File: src/rtl/ddc_snoop_pkg.sv
package ddc_snoop_pkg;

   // bus location being watched
   localparam logic [6:0] WATCH_ADDR7 = 7'h54;   // 0xA8 write, 0xA9 read
   localparam logic [7:0] WATCH_OFS   = 8'h20;
   localparam int         WATCH_BIT   = 1;

   typedef enum logic [1:0] {
      PH_IDLE = 2'd0,
      PH_ADDR = 2'd1,
      PH_DATA = 2'd2
   } bus_phase_t;

   typedef enum logic [1:0] {
      TERM_NONE = 2'b00,
      TERM_HIGH = 2'b01,
      TERM_LOW  = 2'b10
   } term_t;

   // termination mode field encodings
   localparam logic [1:0] TMODE_HIGH   = 2'b00;
   localparam logic [1:0] TMODE_NONE   = 2'b01;
   localparam logic [1:0] TMODE_FOLLOW = 2'b10;
   localparam logic [1:0] TMODE_LOW    = 2'b11;

   function automatic term_t resolve_term(input logic [1:0] mode, input logic ratio);
      case (mode)
         TMODE_HIGH:   return TERM_HIGH;
         TMODE_NONE:   return TERM_NONE;
         TMODE_FOLLOW: return ratio ? TERM_LOW : TERM_NONE;
         default:      return TERM_LOW;
      endcase
   endfunction

endpackage

File: src/rtl/ddc_line_filter.sv
module ddc_line_filter #(
   parameter int FILT_CYC = 3
) (
   input  logic clk_i,
   input  logic rst_ni,
   input  logic line_i,
   output logic line_o
);
   localparam int CW = (FILT_CYC < 2) ? 1 : $clog2(FILT_CYC);

   logic s1_q, s2_q;

   always_ff @(posedge clk_i or negedge rst_ni) begin
      if (!rst_ni) begin
         s1_q <= 1'b1;
         s2_q <= 1'b1;
      end else begin
         s1_q <= line_i;
         s2_q <= s1_q;
      end
   end

   generate
      if (FILT_CYC == 0) begin : g_nofilt
         assign line_o = s2_q;
      end else begin : g_filt
         logic          out_q;
         logic [CW-1:0] run_q;

         always_ff @(posedge clk_i or negedge rst_ni) begin
            if (!rst_ni) begin
               out_q <= 1'b1;
               run_q <= '0;
            end else if (s2_q == out_q) begin
               run_q <= '0;
            end else if (run_q == CW'(FILT_CYC - 1)) begin
               out_q <= s2_q;
               run_q <= '0;
            end else begin
               run_q <= run_q + 1'b1;
            end
         end

         assign line_o = out_q;


         filt_settle_chk: assert property (@(posedge clk_i) disable iff (!rst_ni)
            (out_q != $past(out_q)) |-> ($past(s2_q) == out_q));
      end
   endgenerate

endmodule

File: src/rtl/ddc_bus_tracker.sv
module ddc_bus_tracker
   import ddc_snoop_pkg::*;
#(
   parameter logic [6:0] ADDR7   = WATCH_ADDR7,
   parameter logic [7:0] OFFSET  = WATCH_OFS,
   parameter int         BIT_POS = WATCH_BIT
) (
   input  logic clk_i,
   input  logic rst_ni,
   input  logic scl_i,
   input  logic sda_i,
   output logic hit_set_o,
   output logic hit_clr_o
);
   logic       scl_d, sda_d;
   logic       start_w, stop_w, rise_w;
   bus_phase_t ph_q;
   logic [3:0] cnt_q;
   logic [7:0] sh_q;
   logic [7:0] ptr_q;
   logic       match_q, read_q, want_ofs_q;

   always_ff @(posedge clk_i or negedge rst_ni) begin
      if (!rst_ni) begin
         scl_d <= 1'b1;
         sda_d <= 1'b1;
      end else begin
         scl_d <= scl_i;
         sda_d <= sda_i;
      end
   end

   assign start_w = scl_i && scl_d && sda_d && !sda_i;
   assign stop_w  = scl_i && scl_d && !sda_d && sda_i;
   assign rise_w  = scl_i && !scl_d;

   always_ff @(posedge clk_i or negedge rst_ni) begin
      if (!rst_ni) begin
         ph_q       <= PH_IDLE;
         cnt_q      <= '0;
         sh_q       <= '0;
         ptr_q      <= '0;
         match_q    <= 1'b0;
         read_q     <= 1'b0;
         want_ofs_q <= 1'b0;
         hit_set_o  <= 1'b0;
         hit_clr_o  <= 1'b0;
      end else begin
         hit_set_o <= 1'b0;
         hit_clr_o <= 1'b0;
         if (start_w) begin
            ph_q  <= PH_ADDR;
            cnt_q <= '0;
         end else if (stop_w) begin
            ph_q <= PH_IDLE;
         end else if (rise_w && ph_q != PH_IDLE) begin
            if (cnt_q != 4'd8) begin
               sh_q  <= {sh_q[6:0], sda_i};
               cnt_q <= cnt_q + 4'd1;
            end else begin
               cnt_q <= '0;
               if (ph_q == PH_ADDR) begin
                  ph_q       <= PH_DATA;
                  match_q    <= (sh_q[7:1] == ADDR7) && !sda_i;
                  read_q     <= sh_q[0];
                  want_ofs_q <= !sh_q[0];
               end else if (match_q) begin
                  if (want_ofs_q) begin
                     ptr_q      <= sh_q;
                     want_ofs_q <= 1'b0;
                  end else begin
                     if (ptr_q == OFFSET) begin
                        if (sh_q[BIT_POS])  hit_set_o <= 1'b1;
                        else if (!read_q)   hit_clr_o <= 1'b1;
                     end
                     ptr_q <= ptr_q + 8'd1;
                  end
               end
            end
         end
      end
   end


   start_resets_chk: assert property (@(posedge clk_i) disable iff (!rst_ni)
      start_w |=> (ph_q == PH_ADDR && cnt_q == 4'd0));


   read_never_clears_chk: assert property (@(posedge clk_i) disable iff (!rst_ni)
      (read_q && ph_q == PH_DATA && !start_w) |=> !hit_clr_o);

endmodule

File: src/rtl/ddc_hpd_timer.sv
module ddc_hpd_timer #(
   parameter int CLK_HZ     = 100_000_000,
   parameter int HPD_LOW_US = 2000
) (
   input  logic clk_i,
   input  logic rst_ni,
   input  logic hpd_i,
   output logic expired_o
);
   localparam int LIMIT = (CLK_HZ / 1000) * HPD_LOW_US / 1000;
   localparam int TW    = $clog2(LIMIT + 1);

   logic          h1_q, h2_q;
   logic [TW-1:0] cnt_q;

   always_ff @(posedge clk_i or negedge rst_ni) begin
      if (!rst_ni) begin
         h1_q  <= 1'b0;
         h2_q  <= 1'b0;
         cnt_q <= '0;
      end else begin
         h1_q <= hpd_i;
         h2_q <= h1_q;
         if (h2_q)                       cnt_q <= '0;
         else if (cnt_q != TW'(LIMIT))   cnt_q <= cnt_q + 1'b1;
      end
   end

   assign expired_o = !h2_q && (cnt_q == TW'(LIMIT));


   hpd_high_rearms_chk: assert property (@(posedge clk_i) disable iff (!rst_ni)
      h2_q |=> !expired_o);

endmodule

File: src/rtl/ddc_rate_snoop.sv
module ddc_rate_snoop
   import ddc_snoop_pkg::*;
#(
   parameter int CLK_HZ     = 100_000_000,
   parameter int HPD_LOW_US = 2000,
   parameter int FILT_CYC   = 3
) (
   input  logic       clk_i,
   input  logic       rst_ni,
   input  logic       scl_i,
   input  logic       sda_i,
   input  logic       hpd_i,
   input  logic       reg_wr_i,
   input  logic [7:0] reg_wdata_i,
   output logic [7:0] reg_rdata_o,
   output logic [1:0] slew_sel_o,
   output logic       ddc_fast_o,
   output logic [1:0] term_sel_o,
   output logic       clk_ratio_o
);
   generate
      if (FILT_CYC > 15) begin : g_bad_filt
         $error("FILT_CYC too large for the bus timing");
      end
      if (CLK_HZ < 1000) begin : g_bad_clk
         $error("CLK_HZ must be at least 1 kHz");
      end
   endgenerate

   logic scl_f, sda_f;
   logic snoop_set, snoop_clr, hpd_exp;

   ddc_line_filter #(.FILT_CYC(FILT_CYC)) i_scl_filt (
      .clk_i(clk_i), .rst_ni(rst_ni), .line_i(scl_i), .line_o(scl_f));
   ddc_line_filter #(.FILT_CYC(FILT_CYC)) i_sda_filt (
      .clk_i(clk_i), .rst_ni(rst_ni), .line_i(sda_i), .line_o(sda_f));

   ddc_bus_tracker i_tracker (
      .clk_i(clk_i), .rst_ni(rst_ni), .scl_i(scl_f), .sda_i(sda_f),
      .hit_set_o(snoop_set), .hit_clr_o(snoop_clr));

   ddc_hpd_timer #(.CLK_HZ(CLK_HZ), .HPD_LOW_US(HPD_LOW_US)) i_hpd (
      .clk_i(clk_i), .rst_ni(rst_ni), .hpd_i(hpd_i), .expired_o(hpd_exp));

   logic [1:0] slew_q, tmode_q;
   logic       fast_q, ratio_q, dis_q;

   always_ff @(posedge clk_i or negedge rst_ni) begin
      if (!rst_ni) begin
         slew_q  <= 2'b01;
         tmode_q <= TMODE_FOLLOW;
         fast_q  <= 1'b0;
         ratio_q <= 1'b0;
         dis_q   <= 1'b0;
      end else begin
         if (reg_wr_i) begin
            slew_q  <= reg_wdata_i[7:6];
            tmode_q <= reg_wdata_i[4:3];
            fast_q  <= reg_wdata_i[2];
            dis_q   <= reg_wdata_i[0];
            ratio_q <= (reg_wdata_i[0] && !dis_q) ? 1'b0 : reg_wdata_i[1];
         end else if (!dis_q && !hpd_exp) begin
            if (snoop_set) begin
               ratio_q <= 1'b1;
               if (!ratio_q) tmode_q <= TMODE_LOW;
            end else if (snoop_clr) begin
               ratio_q <= 1'b0;
            end
         end
         if (hpd_exp) ratio_q <= 1'b0;
      end
   end

   assign reg_rdata_o = {slew_q, 1'b0, tmode_q, fast_q, ratio_q, dis_q};
   assign slew_sel_o  = slew_q;
   assign ddc_fast_o  = fast_q;
   assign clk_ratio_o = ratio_q;
   assign term_sel_o  = resolve_term(tmode_q, ratio_q);


   disabled_no_rise_chk: assert property (@(posedge clk_i) disable iff (!rst_ni)
      (dis_q && !reg_wr_i) |=> !$rose(ratio_q));


   hpd_clears_chk: assert property (@(posedge clk_i) disable iff (!rst_ni)
      hpd_exp |=> !ratio_q);


   snoop_set_chk: assert property (@(posedge clk_i) disable iff (!rst_ni)
      (snoop_set && !dis_q && !reg_wr_i && !hpd_exp && !ratio_q)
         |=> (ratio_q && tmode_q == TMODE_LOW));


   snoop_clr_chk: assert property (@(posedge clk_i) disable iff (!rst_ni)
      (snoop_clr && !dis_q && !reg_wr_i) |=> (!ratio_q && $stable(tmode_q)));

endmodule

File: config.mk
export PLATFORM = sky130hd
export DESIGN_NAME = ddc_rate_snoop
export DESIGN_NICKNAME = d
export VERILOG_FILES = /design/src/rtl/ddc_snoop_pkg.sv /design/src/rtl/ddc_line_filter.sv /design/src/rtl/ddc_bus_tracker.sv /design/src/rtl/ddc_hpd_timer.sv /design/src/rtl/ddc_rate_snoop.sv
export SDC_FILE = /design/constraint.sdc
export NUM_CORES = 1
export LEC_CHECK = 0
export BUFFER_PORTS_ARGS = -buffer_cell sky130_fd_sc_hd__buf_2
export CAP_MARGIN = 15
export CORE_AREA = 2 2 87 89
export DETAILED_ROUTE_END_ITERATION = 10
export DIE_AREA = 0 0 89 91
export GPL_ROUTABILITY_DRIVEN = 0
export PLACE_DENSITY = 0.73
export SYNTH_ARGS = -nofsm -noshare
export SYNTH_HDL_FRONTEND = slang
export SYNTH_SLANG_ARGS = --single-unit
File: constraint.sdc
create_clock -name clk_i -period 2.13 [get_ports clk_i]
set_input_delay 0.1065 -clock clk_i [delete_from_list [all_inputs] [get_ports clk_i]]
set_output_delay 0.1065 -clock clk_i [all_outputs]
set_load 0.1 [all_outputs]
==> summary.txt <==
Drt
  – Routed Antenna Nets: 0
  – # DRC: 0
  – Vias per cell: 5.29
  – First-iteration detailed-routing DRC count: 147
  – DR WL/cell: 13.4 um
  – Routed vias: 2,318
  – Final WL: 5.89 mm
  – DRT Pass-1 Iters: 4

Clock tree
  – Post_cts resized: 0
  – CTS buffer count: 9
  – CTS Sinks: 66
  – Hold-fix buffers, CTS: 8
  – Root Driver: clkbuf_8
  – Number of setup buffers added after CTS: 0
  – H-tree depth: 3
  – Clock transition at path regs: 0.07 ns
  – Clk Latency, worst-skew pair: 0.33 ns
  – CTS tree: yes
  – CTS max path bufs: 2

Placement
  – Post-DP HPWL: 4.02 mm
  – Port-buffer cells: 25

Critical path
  – Setup CP Type: reg2reg
  – Crit-path slowest cell: dfrtp_1
  – Worst setup SP type: register
  – CP cell instances: inv_1 > ha_1 > and3b_1 > nor3b_1 > buf_4 > mux2_2
  – Critical Path RT: 2.34 ns
  – Critical path data arrival time: 2.06 ns
  – CP max FO: 9
  – CP max stage delay: 0.37 ns
  – Critical Path Sink Type: register

Power and ir drop
  – Pwr Total: 3.28 mW
  – Leakage power total: 1.58 nW
  – Worst vdd ir: 0.437 mV
  – Power Density: 907 nW/um2

Status
  – Outcome: complete, no violations

Job
  – Maxcap violations: 0

Layout
  – # diodes: 0
  – Storage cell area: 1660 um2
  – Share of layout cells above drive strength 1: 22.4%
  – Fillers: 662
  – Multi-input gate area: 1320 um2
  – Final #Nets: 354
  – Area delta synth->final: 14.8%

Yosys
  – Sequential share of the synthesized area: 52.9%
  – Synthesized net count: 319
  – Synth warnings: 0
  – Top_reg_cell synth: dfrtp_1
  – Syn_area_per_cell: 10.5 um2
  – Synth top area share: 44.5%
  – Netlist Area Pre-Place: 3150 um2
  – Cell count after synthesis: 299
  – Synth cell types: 50
  – Ys async rst share: 100%
  – Synth Register Bits: 66
  – Largest area contributor in the netlist: dfrtp_1
  – Dominant cells by area after synthesis: dfrtp_1, dfstp_2, mux2_2, nor2_1, o21ai_0
  – Most frequent cell after synthesis: dfrtp_1
  – EDFF count, synth: 0
  – Synth top cells by count: dfrtp_1, nor2_1, o21ai_0

STA
  – Fmax: 543 MHz
  – Fin Setup TNS: 0 ns
  – Final-report hold violation count: 0
  – Slew headroom: 55.7%
  – # setup viols final: 0
  – Fin crit period: 1.84 ns
  – Final Skew: 0.00639 ns
  – RSZ-0062 raised after global routing: false
  – Max-slew violations: 0
  – Worst slew pin tran: 0.664 ns
  – Fin crit share: 86.5%

Die
  – Die area: 8100 um2
  – Area of the core: 7140 um2
  – Starting density of the core: 44.1%
  – DIE HEIGHT: 91 um
  – Chip Width: 89 um
  – Row count: 31
  – I/O Pins: 28

Global routing
  – Largest net degree at the start of global routing: 37
  – GRT Residual Overflow: 0
  – First-pass GRT wire length: 10.0 mm
  – GRT Overall Usage: 15.8%
  – Initial antenna violation count: 0
  – Number of global-route vias before repair: 2,268

Hold path
  – Worst Hold Class: in2reg
[through the flow]
step | util (%) | worst slack, ns | instances | hold WS, ns | cell area, um2
2_1_floorplan | - | 0.221 | 299 | -0.189 | 3150
6_report | 50.6 | 0.288 | 438 | 0.0358 | 3610
5_1_grt | 50.6 | 0.151 | 438 | 0.0351 | 3610
3_5_place_dp | 47.1 | 0.298 | 414 | 0.0442 | 3360
3_3_place_gp | 47.1 | 0.314 | 414 | 0.0450 | 3360
4_1_cts | 50.6 | 0.276 | 438 | 0.0241 | 3610
[final timing paths]
kind | startpoint | to | slack (ns) | cells past startpoint
setup / recovery | i_tracker.cnt_q[0] | i_tracker.sh_q[3] | 0.29 | 6
hold / removal | reg_wdata_i[3] | tmode_q[0] | 0.04 | 3
setup reg to reg | i_tracker.cnt_q[0] | i_tracker.sh_q[3] | 0.29 | 6
hold reg to reg | i_scl_filt.s1_q | i_scl_filt.s2_q | 0.36 | 0
max in group asynchronous | rst_ni | tmode_q[1] | 1.28 | 3
min in group asynchronous | rst_ni | i_hpd.cnt_q[16] | 0.22 | 2
[where the power goes]
group	switching, mW	total, mW	leakage (nW)	internal [mW]
registers	0.192	1.66	0.856	1.46
clock network	0.463	0.911	0.0851	0.448
logic	0.440	0.709	0.634	0.269
total	1.09	3.28	1.58	2.18
[layout make-up]
class	instances	share of cell area [%]
Tap cell	99	3.43
Multi-Input combinational cell	200	36.5
Sequential cell	66	46.1
Clock buffer	11	3.91
Inverter	17	1.77
Timing Repair Buffer	40	7.48
Clock inverter	5	0.831
[worst max-delay path: cells and delay by family, from the launching register on]
family / cells / cell delay, ns
buf+inv: 2 / 0.31
simple gates: 2 / 0.48
flops: 1 / 0.37
mux: 1 / 0.35
fa+ha+maj: 1 / 0.21
[logic make-up (layout without fill, tap and decap cells)]
group           count (synthesis)  in the layout  synth area share, %
flops                          66             66                 52.9
simple gates                  111            111                 19.9
xor+xnor                       14             14                 3.90
mux                            17             17                 5.92
other cells                     1              1                0.119
fa+ha+maj                       6              6                 2.39
compound gates                 51             51                 9.62
buf+inv                        33             73                 5.29
[flip-flops by register name (all words and copies together) (netlist names), 4 cells and up]
signal,flops
i_tracker.ptr_q,8
i_hpd.cnt_q,18
i_tracker.sh_q,8
i_tracker.cnt_q,4
[per-layer routing]
layer | global-route usage (%) | vias up | wire length [um]
li1 | - | 1113 | -
met1 | 19.6 | 1141 | 2690
met2 | 25.6 | 60 | 2880
met3 | 5.91 | 4 | 292
met4 | 4.23 | 0 | 31
met5 | 0 | - | 0
[layout by cell type, fill, tap and decap left out, types with 8 or more instances in the layout]
cell type | synthesis | routed
a21oi_1 | 14 | 14
buf_2 | 1 | 25
clkbuf_8 | 0 | 10
dfrtp_1 | 56 | 56
dfstp_2 | 10 | 10
dlygate4sd3_1 | 0 | 8
inv_1 | 17 | 17
mux2_2 | 13 | 13
nand2_1 | 14 | 14
nand3_1 | 8 | 8
nand4_1 | 12 | 12
nor2_1 | 32 | 31
o21ai_0 | 21 | 21
xor2_1 | 10 | 10
No activity file was read; power rests on OpenSTA's default activity.
